==> src/rtl/rfp_pkg.sv <==
// Shared definitions for the register-file datapath: function codes and
// status flag positions. Assumes a 3-bit function select and 4-bit status.
package rfp_pkg;

    typedef enum logic [2:0] {
        FN_PASS = 3'd0,
        FN_ADD  = 3'd1,
        FN_SUB  = 3'd2,
        FN_INC  = 3'd3,
        FN_AND  = 3'd4,
        FN_OR   = 3'd5,
        FN_XOR  = 3'd6,
        FN_NOT  = 3'd7
    } fn_e;

    localparam int ST_W = 4;
    localparam int ST_Z = 0;
    localparam int ST_N = 1;
    localparam int ST_C = 2;
    localparam int ST_V = 3;

endpackage

==> src/rtl/rfp_regfile.sv <==
// Register file with one write port and two combinational read ports.
// Assumes: write commits on the rising edge; reads do not see a write
// in the same cycle; every entry clears on synchronous active-low reset.
module rfp_regfile #(
    parameter int DATA_W = 16,
    parameter int ADDR_W = 3
) (
    input  logic              clk,
    input  logic              rst_n,
    input  logic              we,
    input  logic [ADDR_W-1:0] waddr,
    input  logic [DATA_W-1:0] wdata,
    input  logic [ADDR_W-1:0] raddr_a,
    output logic [DATA_W-1:0] rdata_a,
    input  logic [ADDR_W-1:0] raddr_b,
    output logic [DATA_W-1:0] rdata_b
);
    localparam int DEPTH = 1 << ADDR_W;

    logic [DATA_W-1:0] mem [DEPTH];

    for (genvar i = 0; i < DEPTH; i++) begin : g_entry
        // Holds one register; loads when the write targets this entry.
        always_ff @(posedge clk) begin
            if (!rst_n)
                mem[i] <= '0;
            else if (we && (waddr == ADDR_W'(i)))
                mem[i] <= wdata;
        end
    end

    // Read ports return the registered contents directly.
    always_comb begin
        rdata_a = mem[raddr_a];
        rdata_b = mem[raddr_b];
    end
endmodule

==> src/rtl/rfp_func_unit.sv <==
// Combinational function unit: arithmetic and logic on two operands with
// zero/negative/carry/overflow flags. Assumes unsigned wrap-around results.
module rfp_func_unit
    import rfp_pkg::*;
#(
    parameter int DATA_W = 16
) (
    input  logic [DATA_W-1:0] op_a,
    input  logic [DATA_W-1:0] op_b,
    input  logic [2:0]        fn,
    output logic [DATA_W-1:0] result,
    output logic [ST_W-1:0]   flags
);
    localparam int MSB = DATA_W - 1;

    logic [DATA_W:0] sum_add, sum_sub, sum_inc;
    logic            carry, ovf;

    // Widened adders give the carry-out in their top bit.
    always_comb begin
        sum_add = {1'b0, op_a} + {1'b0, op_b};
        sum_sub = {1'b0, op_a} + {1'b0, ~op_b} + {{DATA_W{1'b0}}, 1'b1};
        sum_inc = {1'b0, op_a} + {{DATA_W{1'b0}}, 1'b1};
    end

    // Select the result and the carry/overflow for the chosen function.
    always_comb begin
        result = op_a;
        carry  = 1'b0;
        ovf    = 1'b0;
        case (fn_e'(fn))
            FN_PASS: result = op_a;
            FN_ADD: begin
                result = sum_add[DATA_W-1:0];
                carry  = sum_add[DATA_W];
                ovf    = (op_a[MSB] == op_b[MSB]) && (result[MSB] != op_a[MSB]);
            end
            FN_SUB: begin
                result = sum_sub[DATA_W-1:0];
                carry  = sum_sub[DATA_W];
                ovf    = (op_a[MSB] != op_b[MSB]) && (result[MSB] != op_a[MSB]);
            end
            FN_INC: begin
                result = sum_inc[DATA_W-1:0];
                carry  = sum_inc[DATA_W];
                ovf    = !op_a[MSB] && result[MSB];
            end
            FN_AND:  result = op_a & op_b;
            FN_OR:   result = op_a | op_b;
            FN_XOR:  result = op_a ^ op_b;
            FN_NOT:  result = ~op_a;
            default: result = op_a;
        endcase
    end

    // Pack the flags in their fixed bit positions.
    always_comb begin
        flags       = '0;
        flags[ST_Z] = (result == '0);
        flags[ST_N] = result[MSB];
        flags[ST_C] = carry;
        flags[ST_V] = ovf;
    end
endmodule

==> src/rtl/rfp_datapath.sv <==
// Three-stage datapath: register read, execute, write-back, each separated
// by a pipeline register so one operation may enter per clock.
// Assumes: no operand forwarding (sources must be three issue slots behind
// their producer); flush cancels every uncommitted operation, including the
// one in write-back; synchronous active-low reset.
module rfp_datapath
    import rfp_pkg::*;
#(
    parameter int DATA_W = 16,
    parameter int ADDR_W = 3
) (
    input  logic              clk,
    input  logic              rst_n,
    input  logic              op_valid,
    input  logic [ADDR_W-1:0] dst_sel,
    input  logic [ADDR_W-1:0] a_sel,
    input  logic [ADDR_W-1:0] b_sel,
    input  logic              wr_en,
    input  logic              b_const_sel,
    input  logic [2:0]        fn_sel,
    input  logic              wb_ext_sel,
    input  logic [DATA_W-1:0] const_val,
    input  logic [DATA_W-1:0] ext_data,
    input  logic              flush,
    output logic [DATA_W-1:0] addr_out,
    output logic [DATA_W-1:0] data_out,
    output logic [ST_W-1:0]   status,
    output logic              wb_valid,
    output logic [ADDR_W-1:0] wb_addr,
    output logic [DATA_W-1:0] wb_data
);
    typedef struct packed {
        logic              valid;
        logic              we;
        logic [ADDR_W-1:0] dst;
        logic [2:0]        fn;
        logic              ext_sel;
        logic [DATA_W-1:0] a_val;
        logic [DATA_W-1:0] b_val;
        logic [DATA_W-1:0] ext;
    } ex_stage_t;

    typedef struct packed {
        logic              valid;
        logic              we;
        logic [ADDR_W-1:0] dst;
        logic              ext_sel;
        logic [DATA_W-1:0] result;
        logic [ST_W-1:0]   flags;
        logic [DATA_W-1:0] ext;
    } wb_stage_t;

    ex_stage_t         ex_q;
    wb_stage_t         wb_q;
    logic [DATA_W-1:0] rd_a, rd_b, opnd_b;
    logic [DATA_W-1:0] fu_result;
    logic [ST_W-1:0]   fu_flags;
    logic              accept;
    logic              commit;
    logic [DATA_W-1:0] commit_data;

    rfp_regfile #(.DATA_W(DATA_W), .ADDR_W(ADDR_W)) regs_i (
        .clk     (clk),
        .rst_n   (rst_n),
        .we      (commit),
        .waddr   (wb_q.dst),
        .wdata   (commit_data),
        .raddr_a (a_sel),
        .rdata_a (rd_a),
        .raddr_b (b_sel),
        .rdata_b (rd_b)
    );

    // B-operand selector: register port B or the constant field.
    always_comb opnd_b = b_const_sel ? const_val : rd_b;

    always_comb accept = op_valid && !flush;

    // Read/execute boundary: capture operands and control of an accepted op.
    always_ff @(posedge clk) begin
        if (!rst_n) begin
            ex_q <= '0;
        end else begin
            ex_q.valid <= accept;
            if (accept) begin
                ex_q.we      <= wr_en;
                ex_q.dst     <= dst_sel;
                ex_q.fn      <= fn_sel;
                ex_q.ext_sel <= wb_ext_sel;
                ex_q.a_val   <= rd_a;
                ex_q.b_val   <= opnd_b;
                ex_q.ext     <= ext_data;
            end
        end
    end

    rfp_func_unit #(.DATA_W(DATA_W)) fu_i (
        .op_a   (ex_q.a_val),
        .op_b   (ex_q.b_val),
        .fn     (ex_q.fn),
        .result (fu_result),
        .flags  (fu_flags)
    );

    // Execute/write-back boundary: capture result and flags of a live op.
    always_ff @(posedge clk) begin
        if (!rst_n) begin
            wb_q <= '0;
        end else begin
            wb_q.valid <= ex_q.valid && !flush;
            if (ex_q.valid) begin
                wb_q.we      <= ex_q.we;
                wb_q.dst     <= ex_q.dst;
                wb_q.ext_sel <= ex_q.ext_sel;
                wb_q.result  <= fu_result;
                wb_q.flags   <= fu_flags;
                wb_q.ext     <= ex_q.ext;
            end
        end
    end

    // Write-back selector and commit qualifier (flush vetoes the commit).
    always_comb begin
        commit_data = wb_q.ext_sel ? wb_q.ext : wb_q.result;
        commit      = wb_q.valid && wb_q.we && !flush;
    end

    // Drive the observation ports from the stage registers.
    always_comb begin
        addr_out = ex_q.a_val;
        data_out = ex_q.b_val;
        status   = wb_q.flags;
        wb_valid = commit;
        wb_addr  = wb_q.dst;
        wb_data  = commit_data;
    end
endmodule

==> config.mk <==
export PLATFORM = sky130hd
export DESIGN_NAME = rfp_datapath
export DESIGN_NICKNAME = d
export VERILOG_FILES = /design/src/rtl/rfp_pkg.sv /design/src/rtl/rfp_regfile.sv /design/src/rtl/rfp_func_unit.sv /design/src/rtl/rfp_datapath.sv
export SDC_FILE = /design/constraint.sdc
export NUM_CORES = 1
export LEC_CHECK = 0
export CORE_MARGIN = 4
export CORE_UTILIZATION = 35
export DETAILED_ROUTE_END_ITERATION = 6
export DONT_BUFFER_PORTS = 1
export PLACE_DENSITY = 0.46
export REMOVE_ABC_BUFFERS = 1
export SETUP_SLACK_MARGIN = 0.5
export SYNTH_ARGS = -nofsm -noshare
export SYNTH_HDL_FRONTEND = slang
export SYNTH_HIERARCHICAL = 1
export SYNTH_SLANG_ARGS = --single-unit
==> constraint.sdc <==
create_clock -name clk -period 4.5 [get_ports clk]
set_input_delay 0.675 -clock clk [delete_from_list [all_inputs] [get_ports clk]]
set_output_delay 0.675 -clock clk [all_outputs]
set_load 0.05 [all_outputs]
==> impl_results.md, run 1 <==
- Reg-to-reg endpoint: status[0]
- FF-to-FF path depth: 12
- CP arrival: roughly 4300 ps
- Clk root buf: clkbuf_16
- Post-synth EDFFs: around 130
- Hold Vio Cnt, Final: 0
- Area growth, synth to finish: 6.85%
- Fillers: about 4100
- Largest net degree at the start of global routing: 110
- Main synth FF type: edfxtp_1
- Die ar.: between 0.04 and 0.05 mm²
- Cell area after synthesis: approximately 0.015 mm²
- R2r setup slk: approximately 680 ps
- Place WS: ~710 ps
- Number of library cell types mapped by synthesis: 87
- Setup TNS: 0 ps
- Vias in the first global route: 10612
- Yosys top cell by area: edfxtp_1
- Post-synth top area share: 25.9%
- WP buf/inv: 1
- Clk buf depth: 3
- Leakage power: 5.60 nW
- DR vias: between 10000 and 15000
- Antenna-violating nets left: 0
- PD cells: 333 mW/mm²
- Crit path largest cell delay: between 600 and 700 ps
- I/O Pins: between 100 and 150
- Min-delay src: dst_sel[2]
- Syn avg cell area: between 10 and 15 µm²
- Critical path class: reg -> reg
- Clock slew at reported path FFs: approximately 60 ps
- TritonCTS buffer count: 27
- Worst setup SP type: flop
- Layout cell share with drive strength beyond 1: 13.3%
- Largest delay share family, worst path: compound AO/OA/AOI/OAI gates
- GPL Wtd Cong: about 0.90
- Clk_skew: 14.6 ps
- Total Nets Final: about 1400
- RSZ-0062 raised after global routing: true
- Design area: approximately 0.016 mm²
- Critical Path RT: 4980 ps
- Tot GR Track Use: 20.1%
- Grt ovf: 0
- Yosys Warn Count: 6
- CP cell instances: inv_1 -> ha_1 -> o21bai_1 -> a2111oi_2 -> a21oi_2 -> a311oi_2 -> mux2_2 -> a221oi_2 -> o221ai_2 -> nor4_2 -> mux2i_1 -> nor2b_1
- Crit. End Element: flop
- Most frequent cells after synthesis: nor3_1 (145), edfxtp_1 (128), nand2_1 (108)
- Initial drt markers: just under 700
- DRC violations left: 0
- Crit-path slowest cell: a2111oi_2
- # diodes: 0
- CTS tree: yes
- Worst flop-to-flop path startpoint: addr_out[1]
- Fin crit share: between 80% and 90%
- DP Area: 0.0150 mm²
- Slew Limit Fails: 0
- WL/cell: between 20 and 30 µm
- Vias per cell: between 5 and 6
- Status: finished clean
- Die Wd: 214 µm
- Maximum vdd ir drop: 0.000268 V
- Pre-antenna DRT Iters: 5
- Worst-path maximum fanout: 10
- # hold bufs at CTS: 0
- Starting Density: about 35%
- Fin crit period: between 3000 and 4000 ps
- Sequential-to-total area share from yosys stat: 39.2%
- Mapped Cells: 1412
- Hold endpoint: ex_q[54]
- Setup-failing EPs final: 0
- Hold path cells: 2
- Asr flop ratio synth: 0%
- Fmax achieved: between 200 and 300 MHz
- Max-Cap Viols: 0
- Clock sinks: ~230
- Slew headroom: about a third
- Final wirelength: 47800 µm
- First-pass GRT wire length: roughly 71000 µm
- Core Area: 0.0419 mm²
- Synth top area cells: edfxtp_1 (26%), dfxtp_1 (13%), mux4_1 (9.9%)
- Die Y: ~210 µm
- DP HPWL: between 30000 and 40000 µm
- Overall power: roughly 0.0053 W
- #FFs+latches synth: 227
- Post-route setup slack: a little under 700 ps
- Most common cell in the netlist: nor3_1
- Slew @ Worst Pin: just over 1000 ps
- IO Port Bufs: 0
- Worst min-delay path class: in -> reg
- Num rows: between 70 and 80
- Clk_lat worst skew: about 560 ps
- Initial antenna violation count: 0
- CTS HTree Levels: 1
==> sequential cells by signal, summed over array words and instances (netlist names) <==
signal and flops:
addr_out 16, wb_addr 3, ex_q 25, regs_i/mem 128, wb_q 35, data_out 16
status 4
==> cells in the final DEF (no fill, tap or decap), types with 5 or more instances in the layout <==
master	synthesis	final
nor3_1	145	145
edfxtp_1	128	128
nand2_1	108	108
dfxtp_1	99	97
mux2i_1	68	68
inv_1	59	59
nor2b_1	59	58
mux4_1	56	56
a21oi_1	54	54
ha_1	53	53
mux2_2	50	50
buf_4	53	50
o21ai_0	54	46
nor2_1	46	46
a21boi_0	40	40
clkbuf_16	0	27
clkinv_1	16	21
nand3_1	16	15
nand2b_1	13	12
xnor2_1	11	11
o211ai_1	11	11
a211oi_1	12	11
mux4_2	10	10
and3_1	9	9
o21ai_1	1	9
nand4_1	8	8
o22ai_1	7	7
nor3b_1	6	6
o21bai_1	6	6
clkinv_2	0	5
clkbuf_1	50	5
a221oi_1	5	5
==> worst reg2reg max path: cells and delay by family, from the launching register on <==
family | cells | cell delay [ps]
fa+ha+maj | 1 | 370
flops | 1 | 530
compound gates | 6 | 1850
simple gates | 2 | 350
mux | 2 | 510
buf+inv | 1 | 160
==> worst max path at each step <==
| stage | start | endpoint | slack, ps | depth (start not counted) |
|---|---|---|---|---|
| 3_3_place_gp | addr_out[0] | status[0] | 740 | 14 |
| 2_1_floorplan | addr_out[4] | status[0] | 840 | 12 |
| 3_5_place_dp | addr_out[0] | status[0] | 710 | 14 |
| 6_report | addr_out[1] | status[0] | 680 | 12 |
| 4_1_cts | addr_out[0] | status[0] | 640 | 14 |
| 5_1_grt | data_out[5] | status[0] | 460 | 12 |
==> cells by family (layout without fill, tap and decap cells) <==
logic type | count (synthesis) | after routing | share of synthesized area (%)
compound gates | 262 | 262 | 12.4
xor+xnor | 11 | 11 | 0.649
fa+ha+maj | 55 | 55 | 4.74
buf+inv | 229 | 174 | 7.96
flops | 227 | 227 | 39.2
mux | 184 | 184 | 19.8
simple gates | 444 | 444 | 15.2
==> routing by layer <==
layer | GRT usage, % | vias to the layer above | part of all wire (%)
met5 | 0 | - | 0
met4 | 5.73 | 0 | 2.6
met3 | 3.59 | 65 | 5.4
met2 | 34.3 | 284 | 48
met1 | 26.4 | 5333 | 44
li1 | - | 5087 | -
==> per-stage QoR <==
step / utilization, % / hold WS [ps] / instances
final: 37.8 / 261 / 1896
after global routing: 37.8 / 232 / 1896
after CTS: 37.8 / 225 / 1896
after detailed placement: 35.8 / 459 / 1847
after global placement: 35.8 / 451 / 1847
after floorplan: - / 443 / 1258
==> timing repair <==
action                     4_1_cts  5_1_grt
setup buffers                    0        0
resized for setup                0        2
setup endpoints to repair        0        2
==> power by group <==
group | internal [W] | switching [W]
Combinational | 0.000321 | 0.000494
Sequential | 0.00226 | 0.0000849
Clock | 0.00122 | 0.000905
Total | 0.00380 | 0.00148
==> cell type report <==
type / instances / area (µm²) / area share [%]
clock buffer: 32 / 694 / 4.38
timing repair buffer: 50 / 375 / 2.37
sequential: 227 / 5830 / 36.7
multi-input combinational: 956 / 7860 / 49.6
tap: 539 / 674 / 4.25
clock inverter: 17 / 145 / 0.915
inverter: 75 / 282 / 1.77
Power figures use the tool's default switching activity.
==> run 2: changes to the inputs <==
--- a/config.mk
+++ b/config.mk
@@ -9,7 +9,7 @@
 export CORE_UTILIZATION = 35
 export DETAILED_ROUTE_END_ITERATION = 6
 export DONT_BUFFER_PORTS = 1
-export PLACE_DENSITY = 0.46
+export PLACE_DENSITY = 0.48
 export REMOVE_ABC_BUFFERS = 1
 export SETUP_SLACK_MARGIN = 0.5
 export SYNTH_ARGS = -nofsm -noshare
==> constraint.sdc (replaced) <==
create_clock -name clk -period 3.5 [get_ports clk]
set_input_delay 0.525 -clock clk [delete_from_list [all_inputs] [get_ports clk]]
set_output_delay 0.525 -clock clk [all_outputs]
set_load 0.05 [all_outputs]
==> impl_results.md, run 2 (synthesis results as in run 1) <==
- Core Area: 0.0419 mm² (unchanged)
- DR vias: 10973 (was 10769)
- Fmax achieved: 320 MHz (was 262 MHz)
- Vias in the first global route: 11048 (was 10612)
- Die Wd: 214 µm (unchanged)
- Fin crit share: 89.2% (was 85.0%)
- Hold Vio Cnt, Final: 0 (unchanged)
- Crit. End Element: flop (unchanged)
- DP HPWL: 34500 µm (was 33100 µm)
- PD cells: 424 mW/mm² (was 333 mW/mm²)
- Largest regs: regs_i/mem: 128 flops, wb_q: 35 flops, ex_q: 25 flops (unchanged)
- Placed Cells: 1896 (was 1847)
- Clk root buf: clkbuf_16 (unchanged)
- Pre-antenna DRT Iters: 5 (unchanged)
- Hold WS: 82.7 ps (was 261 ps)
- Initial antenna violation count: 4 (was 0)
- Antenna-violating nets left: 0 (unchanged)
- Die Y: 214 µm (unchanged)
- Layout cell share with drive strength beyond 1: 20.9% (was 13.3%)
- Setup-failing EPs final: 0 (unchanged)
- Slew Limit Fails: 0 (unchanged)
- Maximum vdd ir drop: 0.000390 V (was 0.000268 V)
- Worst setup SP type: flop (unchanged)
- Number of flip-flops in the largest register: 128 (unchanged)
- Starting Density: 35.4% (unchanged)
- I/O Pins: 107 (unchanged)
- Crit-path slowest cell: or4b_4 (was a2111oi_2)
- DRC violations left: 0 (unchanged)
- First-pass GRT wire length: 72800 µm (was 71000 µm)
- Area growth, synth to finish: 13.0% (was 6.85%)
- Clk_skew: 25.9 ps (was 14.6 ps)
- Most common cell after layout, fill and taps aside: nor3_1 (unchanged)
- Post-route setup slack: 380 ps (was 676 ps)
- IO Port Bufs: 0 (unchanged)
- Critical Path RT: 4000 ps (was 4980 ps)
- Reg with most FFs: regs_i/mem (unchanged)
- Status: finished clean (unchanged)
- Critical path class: reg -> reg (unchanged)
- # hold bufs at CTS: 0 (unchanged)
- Grt ovf: 0 (unchanged)
- Num rows: 75 (unchanged)
- TritonCTS buffer count: 28 (was 27)
- CTS HTree Levels: 1 (unchanged)
- Worst-path maximum fanout: 3 (was 10)
- Setup TNS: 0 ps (unchanged)
- Fin crit period: 3120 ps (was 3820 ps)
- Crit path largest cell delay: 580 ps (was 620 ps)
- CP arrival: 3620 ps (was 4310 ps)
- WL/cell: 25.1 µm (was 25.2 µm)
- CP cell instances: ha_4 -> inv_4 -> fa_2 -> nor2b_4 -> o31a_1 -> or4b_4 -> a311oi_4 -> mux2i_1 -> a32o_2 -> o221ai_2 -> nor4_2 -> mux2i_1 -> nor2b_1 (was inv_1 -> ha_1 -> o21bai_1 -> a2111oi_2 -> a21oi_2 -> a311oi_2 -> mux2_2 -> a221oi_2 -> o221ai_2 -> nor4_2 -> mux2i_1 -> nor2b_1)
- Leakage power: 6.02 nW (was 5.60 nW)
- Total Nets Final: 1504 (was 1443)
- Initial drt markers: 797 (was 677)
- Most frequent CP cell: mux2i_1
- Vias per cell: 5.59 (was 5.68)
- Worst min-delay path class: in -> reg (unchanged)
- Slew @ Worst Pin: 1040 ps (was 1010 ps)
- Clock sinks: 227 (unchanged)
- RSZ-0062 raised after global routing: true (unchanged)
- Final wirelength: 49200 µm (was 47800 µm)
- Clk_lat worst skew: 580 ps (was 560 ps)
- Most frequent cells in the layout: nor3_1 (140), edfxtp_1 (128), nand2_1 (108) (was nor3_1 (145), edfxtp_1 (128), nand2_1 (108))
- CTS tree: yes (unchanged)
- R2r setup slk: 380 ps (was 680 ps)
- Largest net degree at the start of global routing: 110 (unchanged)
- Die ar.: 0.0458 mm² (unchanged)
- Layout Cells excl Fill: 1962 (was 1896)
- Clk buf depth: 3 (unchanged)
- Tot GR Track Use: 20.7% (was 20.1%)
- Place WS: 31.5 ps (was 710 ps)
- Clock slew at reported path FFs: 60 ps (about the same)
- Max-Cap Viols: 0 (unchanged)
- GPL Wtd Cong: 0.907 (was 0.895)
- Slew headroom: 30.9% (was 32.6%)
run 2: final timing paths:
kind,from,endpoint,depth (start not counted)
setup reg to reg,data_out[0],status[0],13
hold / removal,rst_n,wb_addr[1],1
hold reg to reg,ex_q[8],ex_q[8],2
setup / recovery,data_out[0],status[0],13
run 2: cell type report:
cell class	instances	area, µm²
well taps	539	674
clock inverters	7	98.8
flip-flops and latches	227	5850
inverters	75	284
repair buffers	110	861
fillers	4088	25200
diodes	3	7.51
clock buffers	45	825
multi-input cells	956	8180
run 2: what timing repair did:
| item | 4_1_cts | 5_1_grt |
|---|---|---|
| resized for setup | 45 | 41 |
| endpoints found under the setup margin | 10 | 10 |
| pin swaps | 21 | 16 |
| buffers inserted | 7 | 4 |
run 2: layer usage:
layer,wire [µm],GRT usage (%)
met1,20700,26.0
met2,23700,35.3
met3,2920,4.57
met4,1790,7.35
met5,24,0
run 2: per-stage QoR:
stage	total power [W]	util (%)	instance area [µm²]
floorplan	0.00377	-	13900
global placement	0.00417	36.7	15400
detailed placement	0.00417	36.7	15400
CTS	0.00714	39.6	16600
global route	0.00739	40.0	16800
finish	0.00711	40.0	16800
run 2: power by group:
part	leakage, nW	switching, W	total (W)	internal [W]
logic	3.45	0.000728	0.00125	0.000526
registers	2.13	0.0000697	0.00297	0.00290
clock network	0.444	0.00119	0.00289	0.00169
total	6.02	0.00199	0.00711	0.00512
run 2: critical path: cells and delay by family, from the launching register on:
| family | cells | cell delay (ps) |
|---|---|---|
| AOI/OAI and AO/OA | 4 | 960 |
| muxes | 2 | 350 |
| DFF | 1 | 370 |
| adders and majority gates | 2 | 400 |
| buffers and inverters | 1 | 50 |
| and+or+nand+nor | 4 | 900 |
